$ cat src/rtl/ptw_pkg.sv
`timescale 1ns/1ps
package ptw_pkg;

    typedef enum logic [3:0] {
        S_IDLE,
        S_L1_RD,
        S_L1_WT,
        S_L1_CK,
        S_L2_RD,
        S_L2_WT,
        S_L2_CK,
        S_WB1,
        S_WB2,
        S_DONE
    } walk_st_e;

    typedef enum logic [1:0] {
        CAUSE_ABSENT = 2'd0,
        CAUSE_WPROT  = 2'd1,
        CAUSE_PRIV   = 2'd2,
        CAUSE_HUGE   = 2'd3
    } fault_cause_e;

    // entry flag positions
    localparam int BIT_PRESENT = 0;
    localparam int BIT_WRITE   = 1;
    localparam int BIT_USER    = 2;
    localparam int BIT_ACC     = 5;
    localparam int BIT_DIRTY   = 6;
    localparam int BIT_HUGE    = 7;

    // the flags the permission checker looks at
    typedef struct packed {
        logic present;
        logic writable;
        logic user_ok;
        logic huge;
    } pte_flags_t;

endpackage

$ cat src/rtl/ptw_entry_check.sv
`timescale 1ns/1ps
module ptw_entry_check
    import ptw_pkg::*;
(
    input  pte_flags_t   flags,
    input  logic         first_lvl,
    input  logic         acc_write,
    input  logic         acc_user,
    output logic         fault,
    output fault_cause_e cause
);

    // presence is looked at before anything else; the other flags mean
    // nothing in an absent entry
    always_comb begin
        fault = 1'b0;
        cause = CAUSE_ABSENT;
        if (!flags.present) begin
            fault = 1'b1;
        end else if (first_lvl && flags.huge) begin
            fault = 1'b1;
            cause = CAUSE_HUGE;
        end else if (acc_user && !flags.user_ok) begin
            fault = 1'b1;
            cause = CAUSE_PRIV;
        end else if (acc_write && !flags.writable) begin
            fault = 1'b1;
            cause = CAUSE_WPROT;
        end
    end

endmodule

$ cat src/rtl/ptw_entry_addr.sv
`timescale 1ns/1ps
module ptw_entry_addr #(
    parameter int PTE_W    = 32,
    parameter int OFF_BITS = 12,
    parameter int IDX_BITS = 10
) (
    input  logic [PTE_W-OFF_BITS-1:0] frame,
    input  logic [IDX_BITS-1:0]       idx,
    output logic [PTE_W-1:0]          addr
);

    localparam int ENT_SHIFT = $clog2(PTE_W / 8);

    logic [PTE_W-1:0] base;
    logic [PTE_W-1:0] disp;

    always_comb begin
        base = {frame, {OFF_BITS{1'b0}}};
        disp = PTE_W'(idx) << ENT_SHIFT;
        addr = base | disp;
    end

endmodule

$ cat src/rtl/ptw_flag_update.sv
`timescale 1ns/1ps
module ptw_flag_update
    import ptw_pkg::*;
#(
    parameter int PTE_W = 32
) (
    input  logic [PTE_W-1:0] pte,
    input  logic             mark_dirty,
    output logic [PTE_W-1:0] new_pte,
    output logic             changed
);

    always_comb begin
        new_pte          = pte;
        new_pte[BIT_ACC] = 1'b1;
        if (mark_dirty) begin
            new_pte[BIT_DIRTY] = 1'b1;
        end
        changed = (new_pte != pte);
    end

endmodule

$ cat src/rtl/pt_walker.sv
`timescale 1ns/1ps
module pt_walker
    import ptw_pkg::*;
#(
    parameter int L1_BITS  = 10,
    parameter int L2_BITS  = 10,
    parameter int OFF_BITS = 12,
    parameter int PTE_W    = 32
) (
    input  logic                      clk,
    input  logic                      rst_n,
    input  logic [PTE_W-OFF_BITS-1:0] root_frame,
    input  logic                      req_valid,
    output logic                      req_ready,
    input  logic [L1_BITS+L2_BITS+OFF_BITS-1:0] req_vaddr,
    input  logic                      req_write,
    input  logic                      req_user,
    output logic                      mem_req_valid,
    input  logic                      mem_req_ready,
    output logic                      mem_req_we,
    output logic [PTE_W-1:0]          mem_req_addr,
    output logic [PTE_W-1:0]          mem_req_wdata,
    input  logic                      mem_rsp_valid,
    input  logic [PTE_W-1:0]          mem_rsp_rdata,
    output logic                      rsp_valid,
    output logic                      rsp_fault,
    output logic [1:0]                rsp_cause,
    output logic                      rsp_level,
    output logic [PTE_W-1:0]          rsp_paddr,
    output logic [L1_BITS+L2_BITS+OFF_BITS-1:0] rsp_vaddr
);

    localparam int VA_W    = L1_BITS + L2_BITS + OFF_BITS;
    localparam int FRAME_W = PTE_W - OFF_BITS;
    localparam int L2_LO   = OFF_BITS;
    localparam int L1_LO   = OFF_BITS + L2_BITS;
    localparam int NLVL    = 2;

    typedef struct packed {
        walk_st_e           st;
        logic [VA_W-1:0]    va;
        logic               wr;
        logic               usr;
        logic [FRAME_W-1:0] root;
        logic [PTE_W-1:0]   pte1;
        logic [PTE_W-1:0]   pte2;
        logic [PTE_W-1:0]   paddr;
        logic               fault;
        fault_cause_e       cause;
        logic               lvl;
    } walk_t;

    localparam walk_t WALK_RST = '{st: S_IDLE, cause: CAUSE_ABSENT, default: '0};

    walk_t q, d;

    // ---------------------------------------------------------------
    // entry addresses for both levels
    // ---------------------------------------------------------------
    logic [PTE_W-1:0] l1_addr;
    logic [PTE_W-1:0] l2_addr;

    ptw_entry_addr #(.PTE_W(PTE_W), .OFF_BITS(OFF_BITS), .IDX_BITS(L1_BITS)) u_addr_l1 (
        .frame (q.root),
        .idx   (q.va[L1_LO +: L1_BITS]),
        .addr  (l1_addr)
    );

    ptw_entry_addr #(.PTE_W(PTE_W), .OFF_BITS(OFF_BITS), .IDX_BITS(L2_BITS)) u_addr_l2 (
        .frame (q.pte1[PTE_W-1:OFF_BITS]),
        .idx   (q.va[L2_LO +: L2_BITS]),
        .addr  (l2_addr)
    );

    // ---------------------------------------------------------------
    // permission check of the entry being examined
    // ---------------------------------------------------------------
    logic [PTE_W-1:0] chk_pte;
    pte_flags_t       chk_flags;
    logic             chk_fault;
    fault_cause_e     chk_cause;

    always_comb begin
        chk_pte            = (q.st == S_L2_CK) ? q.pte2 : q.pte1;
        chk_flags.present  = chk_pte[BIT_PRESENT];
        chk_flags.writable = chk_pte[BIT_WRITE];
        chk_flags.user_ok  = chk_pte[BIT_USER];
        chk_flags.huge     = chk_pte[BIT_HUGE];
    end

    ptw_entry_check u_check (
        .flags     (chk_flags),
        .first_lvl (q.st == S_L1_CK),
        .acc_write (q.wr),
        .acc_user  (q.usr),
        .fault     (chk_fault),
        .cause     (chk_cause)
    );

    // ---------------------------------------------------------------
    // accessed / dirty updates, one per level
    // ---------------------------------------------------------------
    logic [PTE_W-1:0] lvl_pte  [NLVL];
    logic [PTE_W-1:0] lvl_new  [NLVL];
    logic             lvl_dirt [NLVL];
    logic [NLVL-1:0]  lvl_chg;

    always_comb begin
        lvl_pte[0]  = q.pte1;
        lvl_pte[1]  = q.pte2;
        lvl_dirt[0] = 1'b0;
        lvl_dirt[1] = q.wr;
    end

    for (genvar g = 0; g < NLVL; g++) begin : g_upd
        ptw_flag_update #(.PTE_W(PTE_W)) u_upd (
            .pte        (lvl_pte[g]),
            .mark_dirty (lvl_dirt[g]),
            .new_pte    (lvl_new[g]),
            .changed    (lvl_chg[g])
        );
    end

    // ---------------------------------------------------------------
    // next-state logic
    // ---------------------------------------------------------------
    always_comb begin
        d = q;
        unique case (q.st)
            S_IDLE: begin
                if (req_valid) begin
                    d.st    = S_L1_RD;
                    d.va    = req_vaddr;
                    d.wr    = req_write;
                    d.usr   = req_user;
                    d.root  = root_frame;
                    d.fault = 1'b0;
                    d.cause = CAUSE_ABSENT;
                    d.lvl   = 1'b0;
                    d.paddr = '0;
                end
            end
            S_L1_RD: if (mem_req_ready) d.st = S_L1_WT;
            S_L1_WT: begin
                if (mem_rsp_valid) begin
                    d.pte1 = mem_rsp_rdata;
                    d.st   = S_L1_CK;
                end
            end
            S_L1_CK: begin
                if (chk_fault) begin
                    d.fault = 1'b1;
                    d.cause = chk_cause;
                    d.lvl   = 1'b0;
                    d.st    = S_DONE;
                end else begin
                    d.st = S_L2_RD;
                end
            end
            S_L2_RD: if (mem_req_ready) d.st = S_L2_WT;
            S_L2_WT: begin
                if (mem_rsp_valid) begin
                    d.pte2 = mem_rsp_rdata;
                    d.st   = S_L2_CK;
                end
            end
            S_L2_CK: begin
                if (chk_fault) begin
                    d.fault = 1'b1;
                    d.cause = chk_cause;
                    d.lvl   = 1'b1;
                    d.st    = S_DONE;
                end else begin
                    d.paddr = {q.pte2[PTE_W-1:OFF_BITS], q.va[OFF_BITS-1:0]};
                    if (lvl_chg[0])      d.st = S_WB1;
                    else if (lvl_chg[1]) d.st = S_WB2;
                    else                 d.st = S_DONE;
                end
            end
            S_WB1: begin
                if (mem_req_ready) d.st = lvl_chg[1] ? S_WB2 : S_DONE;
            end
            S_WB2: if (mem_req_ready) d.st = S_DONE;
            S_DONE: d.st = S_IDLE;
            default: d.st = S_IDLE;
        endcase
    end

    always_ff @(posedge clk or negedge rst_n) begin
        if (!rst_n) q <= WALK_RST;
        else        q <= d;
    end

    // ---------------------------------------------------------------
    // outputs
    // ---------------------------------------------------------------
    always_comb begin
        mem_req_valid = 1'b0;
        mem_req_we    = 1'b0;
        mem_req_addr  = l1_addr;
        mem_req_wdata = '0;
        unique case (q.st)
            S_L1_RD: mem_req_valid = 1'b1;
            S_L2_RD: begin
                mem_req_valid = 1'b1;
                mem_req_addr  = l2_addr;
            end
            S_WB1: begin
                mem_req_valid = 1'b1;
                mem_req_we    = 1'b1;
                mem_req_wdata = lvl_new[0];
            end
            S_WB2: begin
                mem_req_valid = 1'b1;
                mem_req_we    = 1'b1;
                mem_req_addr  = l2_addr;
                mem_req_wdata = lvl_new[1];
            end
            default: ;
        endcase
    end

    assign req_ready = (q.st == S_IDLE);
    assign rsp_valid = (q.st == S_DONE);
    assign rsp_fault = q.fault;
    assign rsp_cause = q.cause;
    assign rsp_level = q.lvl;
    assign rsp_paddr = q.paddr;
    assign rsp_vaddr = q.va;

    // ---------------------------------------------------------------
    // assertions
    // ---------------------------------------------------------------
    assert_busy_after_accept_R1: assert property (@(posedge clk) disable iff (!rst_n)
        req_valid && req_ready |=> !req_ready);

    assert_mem_req_hold_R4: assert property (@(posedge clk) disable iff (!rst_n)
        mem_req_valid && !mem_req_ready |=> mem_req_valid && $stable(mem_req_addr)
            && $stable(mem_req_we) && $stable(mem_req_wdata));

    assert_offset_kept_R5: assert property (@(posedge clk) disable iff (!rst_n)
        rsp_valid && !rsp_fault |-> rsp_paddr[OFF_BITS-1:0] == rsp_vaddr[OFF_BITS-1:0]);

    assert_huge_first_level_R7: assert property (@(posedge clk) disable iff (!rst_n)
        rsp_valid && rsp_fault && rsp_cause == 2'd3 |-> !rsp_level);

    assert_writeback_flags_R10: assert property (@(posedge clk) disable iff (!rst_n)
        mem_req_valid && mem_req_we |-> mem_req_wdata[BIT_ACC] && mem_req_wdata[BIT_PRESENT]);

    assert_rsp_pulse_R11: assert property (@(posedge clk) disable iff (!rst_n)
        rsp_valid |=> !rsp_valid);

endmodule

$ cat config.mk
export PLATFORM = sky130hd
export DESIGN_NAME = pt_walker
export DESIGN_NICKNAME = d
export VERILOG_FILES = /design/src/rtl/ptw_pkg.sv /design/src/rtl/ptw_entry_check.sv /design/src/rtl/ptw_entry_addr.sv /design/src/rtl/ptw_flag_update.sv /design/src/rtl/pt_walker.sv
export SDC_FILE = /design/constraint.sdc
export NUM_CORES = 1
export LEC_CHECK = 0
export CELL_PAD_IN_SITES_DETAIL_PLACEMENT = 1
export CELL_PAD_IN_SITES_GLOBAL_PLACEMENT = 1
export CORE_MARGIN = 5
export CORE_UTILIZATION = 40
export DETAILED_ROUTE_END_ITERATION = 10
export PLACE_DENSITY = 0.92
export SYNTH_ARGS = -nofsm -noshare
export SYNTH_HDL_FRONTEND = slang
export SYNTH_SLANG_ARGS = --single-unit
$ cat constraint.sdc
create_clock -name clk -period 2.9 [get_ports clk]
set_input_delay 0.58 -clock clk [delete_from_list [all_inputs] [get_ports clk]]
set_output_delay 0.58 -clock clk [all_outputs]
set_load 0.01 [all_outputs]
==> results of run 1 <==
-- per-stage QoR --
step / TNS, ns / power, W / std cells / util, % / hold slack, ns
floorplan: 0 / 0.006193 / 633 / - / 0.2844
global placement: 0 / 0.007877 / 1004 / 51.95 / 0.4593
detailed placement: 0 / 0.008052 / 1004 / 51.95 / 0.4759
CTS: -0.3569 / 0.01019 / 1041 / 55.24 / 0.2191
global route: -0.04663 / 0.01069 / 1047 / 55.80 / 0.2409
finish: 0 / 0.01011 / 1047 / 55.80 / 0.1856
-- sequential cells by signal, summed over array words and instances, names as in the netlist --
name / flops
rsp_fault: 1
lvl_pte: 64
rsp_vaddr: 32
rsp_paddr: 32
q: 25
lvl_dirt: 1
rsp_cause: 2
rsp_level: 1
-- worst min-delay path by stage --
stage	start	to	slack, ns	depth (start not counted)
global route	rst_n	lvl_pte[57]$_DFFE_PN0P_	0.24	1
floorplan	rst_n	lvl_dirt[0]$_DFFE_PN0P_	0.28	0
global placement	rsp_fault$_DFFE_PN0P_	rsp_fault$_DFFE_PN0P_	0.46	1
CTS	rst_n	rsp_vaddr[2]$_DFFE_PN0P_	0.22	1
detailed placement	rsp_vaddr[4]$_DFFE_PN0P_	rsp_paddr[4]$_DFFE_PN0P_	0.48	2
finish	rst_n	rsp_paddr[25]$_DFFE_PN0P_	0.19	1
-- worst max-delay path: cells and delay by family, from the launching register on --
kind / cells / cell delay, ns
flops: 1 / 0.41
simple gates: 1 / 0.24
buf+inv: 2 / 0.65
mux: 1 / 0.34
compound gates: 1 / 0.18
-- cells by family (layout without fill, tap and decap cells) --
family / count (synthesis) / count (layout) / synth area share (%)
compound gates: 62 / 62 / 6.583
xor+xnor: 1 / 1 / 0.1152
buf+inv: 111 / 291 / 9.529
flops: 158 / 158 / 52.01
mux: 149 / 149 / 22.07
other cells: 1 / 2 / 0.04933
simple gates: 150 / 150 / 9.644
-- repair_timing --
action / 4_1_cts / 5_1_grt
endpoints found under the hold margin: 0 / 0
endpoints found under the setup margin: 57 / 23
gates resized for setup: 49 / 22
setup buffers: 4 / 6
pin swaps: 1 / 1
gates cloned: 1 / 0
-- routing by layer --
layer	global-route usage, %	wire [um]	vias to the layer above	share of wire [%]
met5	0	31	-	0.14
met2	36.55	11550	218	51
met3	6.928	1642	38	7.2
li1	-	-	2485	-
met1	24.86	9074	2838	40
met4	7.575	497	4	2.2
-- layout make-up --
class	instances	area (um2)
inverter	4	15.01
sequential	158	3954
fill	1923	8268
clock buffer	18	439.2
multi-input combinational	364	2980
timing repair buffer	255	2608
clock inverter	14	148.9
tap	234	292.8
-- cells in the mapped netlist, types with 2 or more instances --
library cell,instances
nand2_1,78
inv_1,4
a22oi_1,3
nand2b_1,5
o21ai_0,7
and2_1,2
dfrtp_1,158
mux2_1,3
o2bb2ai_1,2
nor2_1,6
nand3_1,36
buf_4,70
a22o_1,31
a21oi_1,4
and2b_1,2
mux2_2,146
buf_2,24
a21o_1,2
clkbuf_1,11
nand4_1,3
buf_6,2
nor2b_1,4
or2_2,4
a32o_1,2
-- power by group --
group | switching [W] | total (W) | leakage [nW] | internal, W
registers | 0.000653 | 0.00367 | 2.01 | 0.00302
clock network | 0.000977 | 0.00221 | 0.287 | 0.00124
logic | 0.00180 | 0.00422 | 2.75 | 0.00242
total | 0.00343 | 0.0101 | 5.04 | 0.00668
==> impl_metrics.toml, run 1 <==
[outcome]
status = "finished, final reports clean"

[global_route]
grt_start_max_net_pins = 80
antenna_found_initial = 2
grt_pass1_vias = 6156
overflow = 0
grt_pass1_wl_mm = 35.80
track_usage_pct = 21.20

[clock_tree]
worstSkewPairLatency_ns = 0.42
root_buffer = "clkbuf_16"
cts_tree = "built"
cts_hold_buf = 0
clk_pin_slew_ns = 0.07
cts_sinks = 158
cts_buffers = 17
h-tree-depth = 4
clockBufferDepth = 2

[yosys]
yosys_warnings = 0
yosysTopAreaCell = "dfrtp_1"
synth-async-reset-ratio_pct = 100.0
synth.distinct_cells = 47
synth-main-ff-cell = "dfrtp_1"
syn_inst = 632
yosys-top-cells-area = "dfrtp_1 (52%), mux2_2 (22%), buf_4 (6.9%)"
synth-edff-count = 0
synth-seq-cells = 158
synth_top_cell_area_share_pct = 52.01
syn-cell-area_um2 = 7602
yosysSeqAreaShare_pct = 52.01
avgSynthCellArea_um2 = 12.03

[finish]
area_growth_pct = 37.29
final_layout_size_suffix_gt1_share_pct = 28.17
fin_nets = 891
diodes = 0
final_area_um2 = 10440
final_cell_mix = "clkdlybuf4s50_1 (163), dfrtp_1 (158), mux2_2 (146), nand2_1 (76), dlygate4sd2_1 (41)"
final_common_cell = "clkdlybuf4s50_1"

[placed_design]
routabilityCongestion = 0.8182
io_buffers = 224
placed_cell_area_um2 = 9717
hpwl_mm = 16.08
place_ws_ns = 0.3549

[timing]
hold_violations = 0
fin_ws_ns = 0.08386
drv_slew = 0
setup_viol = 0
fin_crit_sh_pct = 97.11
maxSlewHeadroom_pct = 49.14
worst_pin_slew_ns = 0.7630
fmaxAchievable_mhz = 355.1
fin_skew_ns = 0.01102
period_minus_slack_ns = 2.816

[worst_setup_path]
r2r-start = "q[154]$_DFFE_PN0P_"
cpPeakStageDelay_ns = 0.48
cp_max_fo = 12
critPathLaunchType = "flip-flop"
cp.arrival_ns = 2.24
ff2ff_path_depth = 7
startpoint = "q[156]$_DFFE_PN0P_"
crit_chain = "and2b_2 -> o21ai_4 -> buf_8 -> mux2_2 -> clkdlybuf4s50_1"
critPathRequiredTime_ns = 2.32
cp_slowest_cell = "clkdlybuf4s50_1"
rrSetupSlack_ns = 0.90
crit_type = "reg2out"
r2r-end = "rsp_paddr[18]$_DFFE_PN0P_"
end_kind = "output port"
crit_end = "mem_req_addr[8]"

[route]
vias_per_cell = 5.332
wl_per_cell_um = 21.77
num_vias = 5583
drt-initial-drc-count = 198
drc = 0
firstDrtPassIters = 4
wl_mm = 22.79
antenna_left = 0

[power_and_ir_drop]
power.leakage_nw = 5.043
vdd_drop_max_mv = 0.4059
power_density_nw_per_um2 = 968.3

[min_path]
min_path_type = "in2async"

[die]
start_util_pct = 40.64
core_um2 = 18710
die_y_um = 147.9
die_width_um = 147.9
std_cell_rows = 50
io_pins = 227
dieArea_um2 = 21860

[flow_run]
drv_cap = 0
No activity file was read; power rests on OpenSTA's default activity.
==> run 2, diff against run 1 <==
ABC_CLOCK_PERIOD_IN_PS = 2900   (was not set)
CORE_UTILIZATION = 41   (was 40)
PLACE_DENSITY = 0.91   (was 0.92)
SKIP_LAST_GASP = 1   (was not set)
SYNTH_HIERARCHICAL = 1   (was not set)
==> run 2 against run 1 <==
Net effect: the flow now finishes with violations (setup timing); worst hold slack lost 0.094 ns; cell area up 1.7%; core utilization decreased by 5.2 points; critical path depth grew 1.
==> impl_metrics.toml, run 2 <==
[outcome]
status = "finished with violations"
violations = "setup timing"

[yosys]
yosysSeqAreaShare_pct = 45.40
synth_top_cell_area_share_pct = 45.40
yosysTopAreaCell = "dfrtp_1"
yosys_warnings = 6
synth-edff-count = 0
syn_inst = 765
yosys-top-cells-area = "dfrtp_1 (45%), mux2_2 (19%), buf_4 (17%)"
synth-seq-cells = 158
syn-cell-area_um2 = 8710
synth.distinct_cells = 52
synth-async-reset-ratio_pct = 100.0
yosysMostFrequentCell = "buf_4"
synth-main-ff-cell = "dfrtp_1"
synth_top_cells_by_count = "buf_4 (199), dfrtp_1 (158), mux2_2 (147)"
avgSynthCellArea_um2 = 11.39

[timing]
fin_ws_ns = -0.04286
period_minus_slack_ns = 2.943
fin_skew_ns = 0.01242
drv_slew = 0
hold_violations = 0
setup_tns_ns = -0.3446
rsz0062_at_grt = "yes"
fin_crit_sh_pct = 101.5
setup_viol = 25
fmaxAchievable_mhz = 339.8
hold_ws_ns = 0.09203

[worst_setup_path]
critPathLaunchType = "flip-flop"
crit_family = "buffers and inverters"
cpPeakStageDelay_ns = 0.49
rrSetupSlack_ns = 0.15
end_kind = "output port"
startpoint = "q[157]$_DFFE_PN0P_"
cp_max_fo = 14
crit_chain = "buf_4 -> nor2b_4 -> o21ai_4 -> buf_12 -> mux2_2 -> clkdlybuf4s50_1"
crit_end = "mem_req_addr[12]"
cp_slowest_cell = "clkdlybuf4s50_1"
cp.arrival_ns = 2.36
path_depth = 6
critPathRequiredTime_ns = 2.32
r2r-end = "rsp_paddr[7]$_DFFE_PN0P_"
r2r-start = "q[157]$_DFFE_PN0P_"
worst-path-buf-inv = 3
ff2ff_path_depth = 10
crit_type = "reg2out"

[route]
wl_per_cell_um = 20.97
num_vias = 5532
drc = 0
antenna_left = 0
drt-initial-drc-count = 229
vias_per_cell = 5.052
wl_mm = 22.96
firstDrtPassIters = 4

[placed_design]
placed_cell_area_um2 = 9893
routabilityCongestion = 0.8673
hpwl_mm = 16.76
io_buffers = 224
place_inst = 1059

[finish]
final_layout_size_suffix_gt1_share_pct = 27.68
final_area_um2 = 10610
final_common_cell = "clkdlybuf4s50_1"
diodes = 0
area_growth_pct = 21.85
fillCellCount = 2159
stdcell_count = 1095
seq_area_um2 = 3955
largest_register_ffs = 64
final_cell_mix = "clkdlybuf4s50_1 (212), dfrtp_1 (157), mux2_2 (147), nand2_1 (68), a22o_1 (35)"
fin_nets = 898
multi_input_area_um2 = 3104

[die]
die_y_um = 155.8
die_width_um = 155.8
std_cell_rows = 53
start_util_pct = 41.56
dieArea_um2 = 24260
core_um2 = 20960
io_pins = 227

[global_route]
overflow = 0
grt_pass1_wl_mm = 36.00
track_usage_pct = 19.01
grt_start_max_net_pins = 65
antenna_found_initial = 0
grt_pass1_vias = 6184

[clock_tree]
clockBufferDepth = 2
cts_buffers = 17
cts_hold_buf = 0
worstSkewPairLatency_ns = 0.41
root_buffer = "clkbuf_16"
cts_tree = "built"
cts_sinks = 158
h-tree-depth = 4
clk_pin_slew_ns = 0.07

[power_and_ir_drop]
power_density_nw_per_um2 = 997.2
power.leakage_nw = 4.618
vdd_drop_max_mv = 0.4861

[flow_run]
drv_cap = 0

[min_path]
min_path_type = "in2async"
## run 2: how the worst min path moves through the flow
stage | from | to | slack (ns) | cells after the start
2_1_floorplan | rst_n | lvl_dirt[0]$_DFFE_PN0P_ | 0.28 | 0
3_5_place_dp | rsp_paddr[16]$_DFFE_PN0P_ | rsp_paddr[16]$_DFFE_PN0P_ | 0.48 | 2
5_1_grt | rst_n | q[113]$_DFFE_PN0P_ | 0.11 | 1
3_3_place_gp | rsp_paddr[1]$_DFFE_PN0P_ | rsp_paddr[1]$_DFFE_PN0P_ | 0.46 | 2
4_1_cts | rst_n | q[113]$_DFFE_PN0P_ | 0.09 | 1
6_report | rst_n | q[113]$_DFFE_PN0P_ | 0.09 | 1
## run 2: per-stage QoR
step                      util, %  total power [W]  setup WS, ns
after detailed placement    47.21         0.008267        0.1642
final                       50.64          0.01058      -0.04286
after floorplan                 -         0.007345        0.2886
after global placement      47.21         0.008042        0.2988
after global routing        50.64          0.01121       -0.1394
after CTS                   50.37          0.01069       -0.1168
## run 2: metal layers
| layer | global-route usage, % | wire length, um | part of all wire [%] |
|---|---|---|---|
| met5 | 0 | 0 | 0 |
| met4 | 4.627 | 364 | 1.6 |
| met3 | 4.521 | 1182 | 5.1 |
| met2 | 32.82 | 11620 | 51 |
| met1 | 24.18 | 9793 | 43 |
## run 2: cell type report
type	instances	share of cell area, %
sequential	158	37.27
clock buffer	19	4.174
multi-input combinational	376	29.25
clock inverter	13	1.674
inverter	3	0.1061
tap	275	3.242
timing repair buffer	251	24.29
## run 2: power by group
part	switching [W]	total (W)	leakage [nW]	internal [W]
sequential	0.000624	0.00360	2.01	0.00298
clock	0.000935	0.00233	0.290	0.00140
combinational	0.00200	0.00465	2.32	0.00265
total	0.00356	0.0106	4.62	0.00703
## run 2: worst reg2reg max path: stages, from the launching register on
cell     delay [ns]
dfrtp_1        0.40
and2b_4        0.32
and2_2         0.24
mux2_2         0.37
nor2b_4        0.13
a21oi_2        0.04
nand3_1        0.24
and3b_1        0.25
o21ai_4        0.17
buf_12         0.25
o21ai_0        0.20
## run 2: cells by family (layout without fill, tap and decap cells)
| kind of cell | Yosys count | in the layout | synth area share (%) |
|---|---|---|---|
| buffers and inverters | 234 | 286 | 19.61 |
| DFF | 158 | 158 | 45.40 |
| other | 5 | 8 | 0.2155 |
| muxes | 156 | 156 | 20.14 |
| and+or+nand+nor | 115 | 115 | 6.838 |
| AOI/OAI and AO/OA | 95 | 95 | 7.600 |
| xor gates and xnor gates | 2 | 2 | 0.2012 |
## run 2: what timing repair did
action	in CTS	in global routing
gates resized for setup	15	12
pin swaps	0	0
setup endpoints to repair	64	62
buffers inserted	1	3
